`config.mk`:
```
export PLATFORM = sky130hd
export DESIGN_NAME = dc_recon
export DESIGN_NICKNAME = d
export VERILOG_FILES = /design/src/rtl/dcr_pkg.sv /design/src/rtl/dcr_size_decode.sv /design/src/rtl/dcr_dc_scaler.sv /design/src/rtl/dcr_pix_stream.sv /design/src/rtl/dc_recon.sv
export SDC_FILE = /design/constraint.sdc
export NUM_CORES = 1
export LEC_CHECK = 0
export BUFFER_PORTS_ARGS = -buffer_cell sky130_fd_sc_hd__clkbuf_2
export CELL_PAD_IN_SITES_DETAIL_PLACEMENT = 2
export CELL_PAD_IN_SITES_GLOBAL_PLACEMENT = 2
export CORE_ASPECT_RATIO = 1.2
export CORE_MARGIN = 4
export CORE_UTILIZATION = 43
export DETAILED_ROUTE_END_ITERATION = 10
export PLACE_DENSITY_LB_ADDON = 0.1
export RECOVER_POWER = 25
export SETUP_SLACK_MARGIN = 0.15
export SLEW_MARGIN = 20
export SYNTH_ARGS = -nofsm -noshare
export SYNTH_HDL_FRONTEND = slang
export SYNTH_SLANG_ARGS = --single-unit
```
`constraint.sdc`:
```
create_clock -name clk -period 9.8 [get_ports clk]
set_clock_uncertainty 0.2 [all_clocks]
set_input_delay 0.49 -clock clk [delete_from_list [all_inputs] [get_ports clk]]
set_output_delay 0.49 -clock clk [all_outputs]
set_load 0.005 [all_outputs]
```
`src/rtl/dcr_pkg.sv`:
```
package dcr_pkg;

  localparam int ACC_W      = 32;
  localparam int LOG_MIN    = 2;
  localparam int LOG_MAX    = 6;
  localparam int LOG_SPREAD = 2;
  localparam int MUL_K      = 181;
  localparam int BIAS_MID   = 128;
  localparam int BIAS_END   = 128 + 2048;
  localparam int SH_MID     = 8;
  localparam int SH_END     = 12;

  typedef enum logic [1:0] {
    DEPTH_8    = 2'd0,
    DEPTH_10   = 2'd1,
    DEPTH_12   = 2'd2,
    DEPTH_NONE = 2'd3
  } depth_e;

  typedef struct packed {
    logic       ok;
    logic       rect2;
    logic [1:0] shift;
    logic [3:0] lsum;
  } size_info_t;

  // rounding shift chosen by the sum of the two side exponents
  function automatic logic [1:0] shift_for_sum(input logic [3:0] lsum);
    logic [1:0] s;
    case (lsum)
      4'd4, 4'd5:                s = 2'd0;
      4'd6, 4'd7, 4'd9, 4'd11:   s = 2'd1;
      default:                   s = 2'd2;
    endcase
    return s;
  endfunction

  function automatic int depth_bits(input depth_e d);
    int b;
    case (d)
      DEPTH_8:  b = 8;
      DEPTH_10: b = 10;
      default:  b = 12;
    endcase
    return b;
  endfunction

endpackage

```
`src/rtl/dcr_size_decode.sv`:
```
module dcr_size_decode
  import dcr_pkg::*;
#(
  parameter int LOG_W = 3
) (
  input  logic [LOG_W-1:0] wlog,
  input  logic [LOG_W-1:0] hlog,
  input  logic [1:0]       depth,
  output size_info_t       info
);

  logic [LOG_W:0] diff;
  logic           w_ok;
  logic           h_ok;
  logic           d_ok;

  always_comb begin
    w_ok = (wlog >= LOG_W'(LOG_MIN)) && (wlog <= LOG_W'(LOG_MAX));
    h_ok = (hlog >= LOG_W'(LOG_MIN)) && (hlog <= LOG_W'(LOG_MAX));
    d_ok = (depth_e'(depth) != DEPTH_NONE);
    if (wlog >= hlog) diff = {1'b0, wlog} - {1'b0, hlog};
    else              diff = {1'b0, hlog} - {1'b0, wlog};
    info.lsum  = 4'(wlog) + 4'(hlog);
    info.ok    = w_ok && h_ok && d_ok && (diff <= (LOG_W+1)'(LOG_SPREAD));
    info.rect2 = (diff == (LOG_W+1)'(1));
    info.shift = shift_for_sum(info.lsum);
  end

endmodule

```
`src/rtl/dcr_dc_scaler.sv`:
```
module dcr_dc_scaler
  import dcr_pkg::*;
#(
  parameter int COEF_W = 20
) (
  input  logic                    clk,
  input  logic                    rst_n,
  input  logic                    start,
  input  logic signed [COEF_W-1:0] dc,
  input  logic                    rect2,
  input  logic [1:0]              shift,
  output logic                    off_valid,
  output logic signed [ACC_W-1:0] offset
);

  typedef enum logic [2:0] {
    SC_IDLE,
    SC_RECT,
    SC_MAIN,
    SC_ROUND,
    SC_FINAL
  } sc_state_e;

  localparam logic signed [ACC_W-1:0] K_MUL  = ACC_W'(MUL_K);
  localparam logic signed [ACC_W-1:0] B_MID  = ACC_W'(BIAS_MID);
  localparam logic signed [ACC_W-1:0] B_END  = ACC_W'(BIAS_END);

  sc_state_e               st;
  logic signed [ACC_W-1:0] acc;
  logic signed [ACC_W-1:0] prod;
  logic signed [ACC_W-1:0] biased;
  logic signed [ACC_W-1:0] scaled;
  logic signed [ACC_W-1:0] half;
  logic signed [ACC_W-1:0] rounded;
  logic [1:0]              sh_q;

  // one shared multiplier; the step selects bias and shift
  always_comb begin
    prod   = acc * K_MUL;
    biased = prod + ((st == SC_FINAL) ? B_END : B_MID);
    scaled = (st == SC_FINAL) ? (biased >>> SH_END) : (biased >>> SH_MID);
    case (sh_q)
      2'd0:    half = '0;
      2'd1:    half = ACC_W'(1);
      2'd2:    half = ACC_W'(2);
      default: half = ACC_W'(4);
    endcase
    rounded = (acc + half) >>> sh_q;
  end

  always_ff @(posedge clk or negedge rst_n) begin
    if (!rst_n) begin
      st        <= SC_IDLE;
      acc       <= '0;
      sh_q      <= '0;
      off_valid <= 1'b0;
    end else begin
      off_valid <= 1'b0;
      case (st)
        SC_IDLE: begin
          if (start) begin
            acc  <= ACC_W'(dc);
            sh_q <= shift;
            st   <= rect2 ? SC_RECT : SC_MAIN;
          end
        end
        SC_RECT: begin
          acc <= scaled;
          st  <= SC_MAIN;
        end
        SC_MAIN: begin
          acc <= scaled;
          st  <= SC_ROUND;
        end
        SC_ROUND: begin
          acc <= rounded;
          st  <= SC_FINAL;
        end
        SC_FINAL: begin
          acc       <= scaled;
          off_valid <= 1'b1;
          st        <= SC_IDLE;
        end
        default: st <= SC_IDLE;
      endcase
    end
  end

  assign offset = acc;

endmodule

```
`src/rtl/dcr_pix_stream.sv`:
```
module dcr_pix_stream
  import dcr_pkg::*;
#(
  parameter int PIX_W = 12,
  parameter int CNT_W = 13
) (
  input  logic                    clk,
  input  logic                    rst_n,
  input  logic                    load,
  input  logic [CNT_W-1:0]        total,
  input  logic [1:0]              depth,
  input  logic                    go,
  input  logic signed [ACC_W-1:0] offset,
  input  logic                    pred_valid,
  output logic                    pred_ready,
  input  logic [PIX_W-1:0]        pred_data,
  output logic                    rec_valid,
  input  logic                    rec_ready,
  output logic [PIX_W-1:0]        rec_data,
  output logic                    rec_last,
  output logic                    last_beat
);

  localparam int SUM_W = ACC_W + 2;

  logic [CNT_W-1:0]        left;
  logic [PIX_W-1:0]        maxv_q;
  logic signed [SUM_W-1:0] sum;
  logic signed [SUM_W-1:0] ceil_s;

  always_ff @(posedge clk or negedge rst_n) begin
    if (!rst_n) begin
      left   <= '0;
      maxv_q <= '0;
    end else if (load) begin
      left   <= total;
      maxv_q <= PIX_W'((1 << depth_bits(depth_e'(depth))) - 1);
    end else if (rec_valid && rec_ready) begin
      left <= left - CNT_W'(1);
    end
  end

  always_comb begin
    rec_valid  = go && pred_valid;
    pred_ready = go && rec_ready;
    sum        = SUM_W'(signed'({1'b0, pred_data})) + SUM_W'(offset);
    ceil_s     = SUM_W'(signed'({1'b0, maxv_q}));
    if (sum < 0)           rec_data = '0;
    else if (sum > ceil_s) rec_data = maxv_q;
    else                   rec_data = sum[PIX_W-1:0];
    rec_last  = rec_valid && (left == CNT_W'(1));
    last_beat = rec_last && rec_ready;
  end

endmodule

```
`src/rtl/dc_recon.sv`:
```
module dc_recon
  import dcr_pkg::*;
#(
  parameter int COEF_W = 20,
  parameter int PIX_W  = 12,
  parameter int LOG_W  = 3
) (
  input  logic                     clk,
  input  logic                     rst_n,
  input  logic                     cmd_valid,
  output logic                     cmd_ready,
  input  logic signed [COEF_W-1:0] cmd_dc,
  input  logic [LOG_W-1:0]         cmd_wlog,
  input  logic [LOG_W-1:0]         cmd_hlog,
  input  logic [1:0]               cmd_depth,
  input  logic                     pred_valid,
  output logic                     pred_ready,
  input  logic [PIX_W-1:0]         pred_data,
  output logic                     rec_valid,
  input  logic                     rec_ready,
  output logic [PIX_W-1:0]         rec_data,
  output logic                     rec_last,
  output logic                     done,
  output logic                     err,
  output logic                     dc_clear
);

  localparam int CNT_W = 2 * LOG_MAX + 1;

  typedef enum logic [1:0] {
    T_IDLE,
    T_SCALE,
    T_STREAM
  } top_state_e;

  top_state_e              state;
  size_info_t              info;
  logic                    accept;
  logic                    launch;
  logic                    off_valid;
  logic signed [ACC_W-1:0] offset;
  logic                    last_beat;
  logic [CNT_W-1:0]        total;
  logic                    done_q;
  logic                    err_q;
  logic                    clr_q;

  dcr_size_decode #(.LOG_W(LOG_W)) u_dec (
    .wlog  (cmd_wlog),
    .hlog  (cmd_hlog),
    .depth (cmd_depth),
    .info  (info)
  );

  assign cmd_ready = (state == T_IDLE);
  assign accept    = cmd_valid && cmd_ready;
  assign launch    = accept && info.ok;
  assign total     = CNT_W'(1) << info.lsum;

  dcr_dc_scaler #(.COEF_W(COEF_W)) u_scale (
    .clk       (clk),
    .rst_n     (rst_n),
    .start     (launch),
    .dc        (cmd_dc),
    .rect2     (info.rect2),
    .shift     (info.shift),
    .off_valid (off_valid),
    .offset    (offset)
  );

  dcr_pix_stream #(.PIX_W(PIX_W), .CNT_W(CNT_W)) u_pix (
    .clk        (clk),
    .rst_n      (rst_n),
    .load       (launch),
    .total      (total),
    .depth      (cmd_depth),
    .go         (state == T_STREAM),
    .offset     (offset),
    .pred_valid (pred_valid),
    .pred_ready (pred_ready),
    .pred_data  (pred_data),
    .rec_valid  (rec_valid),
    .rec_ready  (rec_ready),
    .rec_data   (rec_data),
    .rec_last   (rec_last),
    .last_beat  (last_beat)
  );

  always_ff @(posedge clk or negedge rst_n) begin
    if (!rst_n) begin
      state  <= T_IDLE;
      done_q <= 1'b0;
      err_q  <= 1'b0;
      clr_q  <= 1'b0;
    end else begin
      done_q <= last_beat;
      err_q  <= accept && !info.ok;
      clr_q  <= launch;
      case (state)
        T_IDLE:   if (launch)    state <= T_SCALE;
        T_SCALE:  if (off_valid) state <= T_STREAM;
        T_STREAM: if (last_beat) state <= T_IDLE;
        default:                 state <= T_IDLE;
      endcase
    end
  end

  assign done     = done_q;
  assign err      = err_q;
  assign dc_clear = clr_q;

endmodule

```
# After elaboration in Yosys (flattened, before gate mapping)
# Cells that the tools add are included.
# Widths: inputs -> output; s select.
dict set report word_totals {
  reg_bits 68
  output_inout_bits 19
  elab_cells 99
}
dict set report classes {
  addsub 8
  n_mul 1
  magnitude_cmp 8
  eq_ne 22
  shift 3
  n_mux 21
  reduce_logical 26
}
# operator count
set ops {}
lappend ops {{$pmux 32 s3} 1}
lappend ops {{$mux 32} 2}
lappend ops {{$mux 12} 3}
lappend ops {{$gt 34x13->1} 1}
lappend ops {{$lt 34x1->1 const B} 1}
lappend ops {{$add 13x32->33} 1}
lappend ops {{$add 32x13->32} 1}
lappend ops {{$add 32x4->32} 1}
lappend ops {{$mul 32x9->32 const B} 1}
lappend ops {{$shl 1x32->12 const A} 1}
lappend ops {{$sshr 32x2->32} 1}
lappend ops {{$mux 13} 2}
lappend ops {{$mux 23} 1}
lappend ops {{$eq 4x3->1 const B} 4}
lappend ops {{$eq 13x1->1 const B} 1}
lappend ops {{$logic_and 1x1->1} 13}
lappend ops {{$shl 1x4->13 const A} 1}
lappend ops {{$sub 13x1->13 const B} 1}
lappend ops {{$pmux 3 s4} 1}
lappend ops {{$sub 12x2->12 const B} 1}
lappend ops {{$pmux 3 s3} 1}
lappend ops {{$eq 4x4->1 const B} 2}
lappend ops {{$mux 2} 4}
lappend ops {{$sub 3x3->4} 2}
lappend ops {{other kinds (29)} 41}

# Logic depth before layout (Yosys ltp)
dict set report depth {
  depth_word 9
  ltp_mapped 19
}

# Cells and area by module
# A second synthesis with hierarchy kept.
dict set report hier_totals {
  cells_unflattened 1252
  hier_area_um2 11079.4
}
# mod instances cells_each area_each_um2 seq_area_each_um2
set by_module_without_submodules {}
lappend by_module_without_submodules {dcr_dc_scaler 1 844 7813.7 950.9}
lappend by_module_without_submodules {dcr_pix_stream 1 324 2556.2 425.4}
lappend by_module_without_submodules {dcr_size_decode 1 51 427.9 0.0}
lappend by_module_without_submodules {dc_recon 1 33 281.5 125.1}

# Worst setup path after synthesis
# No wires, ideal clock.
dict set report synth_path {
  path_kind {register to register}
  from {register u_scale.acc[9] (netlist: u_scale.offset[9])}
  to {register u_scale.acc[23] (netlist: u_scale.offset[23])}
  setup_ps 121
  arrival_time_ps 4676
  required_ps 9479
  slack_ps 4803
  stages_incl_launch_ff 17
  path_buffers 1
  cell_sequence {dfrtp_1 -> ha_1 -> fa_1 -> fa_1 -> fa_1 -> fa_1 -> ha_1 -> a21oi_1 -> o221ai_1 -> or3_1 -> a31oi_2 -> nor3_1 -> nor3_2 -> xnor2_1 -> a21o_1 -> buf_2 -> o22a_1}
}
dict set report synth_between {
  elab_chain_len 3
}
# element line
set synth_rtl {}
lappend synth_rtl {{start, declared} dcr_dc_scaler.sv:29} ;# logic signed [ACC_W-1:0] acc;
lappend synth_rtl {{start signal, assigned} dcr_dc_scaler.sv:62} ;# acc <= ACC_W'(dc);
lappend synth_rtl {{start signal, assigned} dcr_dc_scaler.sv:68} ;# acc <= scaled;
lappend synth_rtl {{start signal, assigned} dcr_dc_scaler.sv:72} ;# acc <= scaled;
lappend synth_rtl {{$mul 32x9->32 or $add 32x4->32 (tied branches)} {dcr_dc_scaler.sv:39, dcr_dc_scaler.sv:48}}
lappend synth_rtl {{$add 32x13->32 or $sshr 32x2->32 (tied branches)} {dcr_dc_scaler.sv:40, dcr_dc_scaler.sv:48}}
lappend synth_rtl {{$pmux 32 s3 (*)} dcr_dc_scaler.sv:59} ;# case (st)
# Every way passes the cells marked *; elsewhere a longest branch is shown, timed or not.
# A chain may end at the register's enable or synchronous reset.

# Final worst setup path
dict set report layout_path {
  from {register u_scale.acc[12] (netlist: u_scale.offset[12])}
  to {register u_scale.acc[31] (netlist: u_scale.offset[31])}
}
# The elaborated chain is that of the path after synthesis.

==> results.md <==
- Outcome: finished with violations
- Failing checks: max-capacitance violations, max-slew violations
- Global-route wire length before repair: 63000 µm
- Buf/Inv on CP: 0
- Gr usage total: 0.308
- Worst-skew pair later-pin latency: 0.36 ns
- Post-synth EDFFs: 0
- # IOs: 64
- Worst setup EP type: register
- Source of the critical timing path: u_scale.offset[12]
- Initial antenna violation count: 0
- Hold Startpoint: rec_ready
- Vias post-DR: 9518
- CP Data Required Time: 9.87 ns
- Max-cap violations: 1
- CP arrival: 6.12 ns
- Critical Path Source Type: register
- Synth Instances: 1159
- TritonCTS buffer count: 9
- Slew Limit Fails: 61
- Worst-path fanout max: 15
- Number of DRC markers in iteration 0: 493
- Die Y: 179 µm
- H-Tree Depth: 3
- Wire length per cell: 26.4 µm
- Minimum clock period: 6.05 ns
- Mean area per synthesized cell: 9.01 µm²
- Final Net Count: 1498
- P&R area growth vs syn: 8.65%
- Sink Count: 60
- Clock root buffer: clkbuf_16
- Antenna-violating nets left: 0
- GP Congestion: 0.900
- Register bit total from synthesis: 60
- Final routed DRC violation total: 0
- Cell Area, Synth: 0.0104 mm²
- Vias in the first global route: 11000
- Initial Util: 0.437
- Synth warnings: 0
- CTS tree: done
- Period utilization: 0.618
- Worst Tran Pin Value: 3.89 ns
- CP Depth: 15
- Reg2reg path depth: 15
- DP HPWL: 32300 µm
- Slew headroom: -1.60
- Fraction of layout cells with a size suffix above 1: 0.0970
- Crit path cell chain: ha_1 -> fa_1 -> fa_1 -> fa_1 -> ha_1 -> ha_1 -> a21oi_1 -> o221ai_1 -> or3_1 -> a31oi_2 -> nor3_1 -> nor3_2 -> xnor2_1 -> a21o_1 -> a2bb2oi_1
- Most common cell after layout, fill and taps aside: ha_1
- Count of cell types in the netlist: 77
- Syn_nets: 1456
- Peak Freq: 165 MHz
- Die area: 0.0268 mm²
- Commonest cells after routing, fill and taps aside: ha_1, inv_1, nor2_1
- Num rows: 62
- Top Family by Delay on Critical Path: adder cells
- Hold Path Cell Cnt: 2
- Worst min path class: input port to register
- Worst-path clk slew: 0.07 ns
- Setup violators final: 0
- Sequential area share after synthesis: 0.144
- Fraction of registers with async set/reset: 1.00
- Final hold violations: 0
- Final wirelength: 40300 µm
- Clk buf depth: 2
- Fill count: 2661
- Critical Path Max Stage Delay: 0.70 ns
- Largest net degree at the start of global routing: 61
- Worst r2r src: u_scale.offset[12]
- Post-CTS sizing: 0
- Routed vias/inst: 6.24
- Antenna Cells: 0
- Critical path class: register to register
- Post-CTS setup repair buffer count: 0
- Core area: 0.0239 mm²
- PortBufs: 63
- Slowest stage cell, crit path: dfrtp_1
- RSZ-0062 raised after global routing: false
- Grt total ovfl: 0
- Hold buffer count at CTS: 0
- Synth Flop Type: dfrtp_1
- Setup TNS: 0 ns
- DR pass1 iterations: 5
- Die Span X: 150 µm
- Finished Core Util: 0.475
- Final hold slack: 0.197 ns
-- worst reg2reg max path, cell delays in order (launching register included) --
cell and delay [ns]:
dfrtp_1 0.70, ha_1 0.36, fa_1 0.55, fa_1 0.48, fa_1 0.56, ha_1 0.34
ha_1 0.40, a21oi_1 0.26, o221ai_1 0.17, or3_1 0.35, a31oi_2 0.40, nor3_1 0.18
nor3_2 0.24, xnor2_1 0.19, a21o_1 0.38, a2bb2oi_1 0.21
-- registers in the layout, indices dropped and copies added, names as in the netlist --
| signal | flops |
|---|---|
| dc_clear | 1 |
| done | 1 |
| err | 1 |
| state | 2 |
| u_pix.left | 13 |
| u_pix.maxv_q | 4 |
| u_scale.off_valid | 1 |
| u_scale.offset | 32 |
| u_scale.sh_q | 2 |
| u_scale.st | 3 |
-- cell type report --
type                    count  area (µm²)  share of cell area
clock buffers               9         225              0.0199
inverters                  96         360              0.0318
well taps                 320         400              0.0353
repair buffers             69         357              0.0314
multi-input cells         965        8420               0.742
clock inverters             7        81.3             0.00717
flip-flops and latches     60        1500               0.132
-- metal layers --
metal  up-vias  global-route usage  part of all wire
li1       4245                   -                 -
met1      4872               0.347              0.39
met2       269               0.568              0.52
met3       132              0.0379             0.033
met4         0               0.158             0.055
met5         -                   0                 0
-- synth_stat cells, types with 8 or more instances --
master    number  area [µm²]
and2_1        11        68.8
nor2b_1        8        50.1
nor2_1        87         327
a221oi_1       8        70.1
xnor2_1       50         438
nand4_1       18         113
inv_1         95         357
a31oi_1       13        81.3
nand2_1       76         285
nor3_1        23         115
xor2_1        31         272
a21o_1        18         135
o21ai_1       11        55.1
dfrtp_1       60        1500
o21ai_0       40         200
o22a_1        10        87.6
ha_1         170        2130
a211oi_1      14         105
nand3_1       35         175
mux2_2        11         124
a21oi_1       66         330
buf_2         11        55.1
fa_1          82        1640
nand2b_1      11        68.8
mux2i_1       46         460
clkbuf_1      21        78.8
-- per-stage QoR --
stage               cells  instance area, µm²  setup slack [ns]
floorplan            1159               10400              4.80
global placement     1510               11000              4.08
detailed placement   1510               11000              3.87
CTS                  1526               11300              3.75
global route         1526               11300              3.46
finish               1526               11300              3.75
-- final timing paths --
path	end	slack [ns]
worst min-delay path	done	0.20
max in group asynchronous	u_scale.offset[31]	5.83
min in group asynchronous	u_pix.left[1]	1.37
worst max register to register	u_scale.offset[31]	3.75
worst max-delay path	u_scale.offset[31]	3.75
worst min register to register	state[0]	0.27
-- logic make-up after synthesis --
group	count (synthesis)	share of synthesized area
and+or+nand+nor	315	0.150
AOI/OAI and AO/OA	259	0.169
adders and majority gates	252	0.361
buffers and inverters	134	0.0502
xor gates and xnor gates	81	0.0680
DFF	60	0.144
muxes	58	0.0571
Power is left out: the tool's default activity adds up to more than one toggle a clock period on the data nets, which glitch-free logic cannot reach.
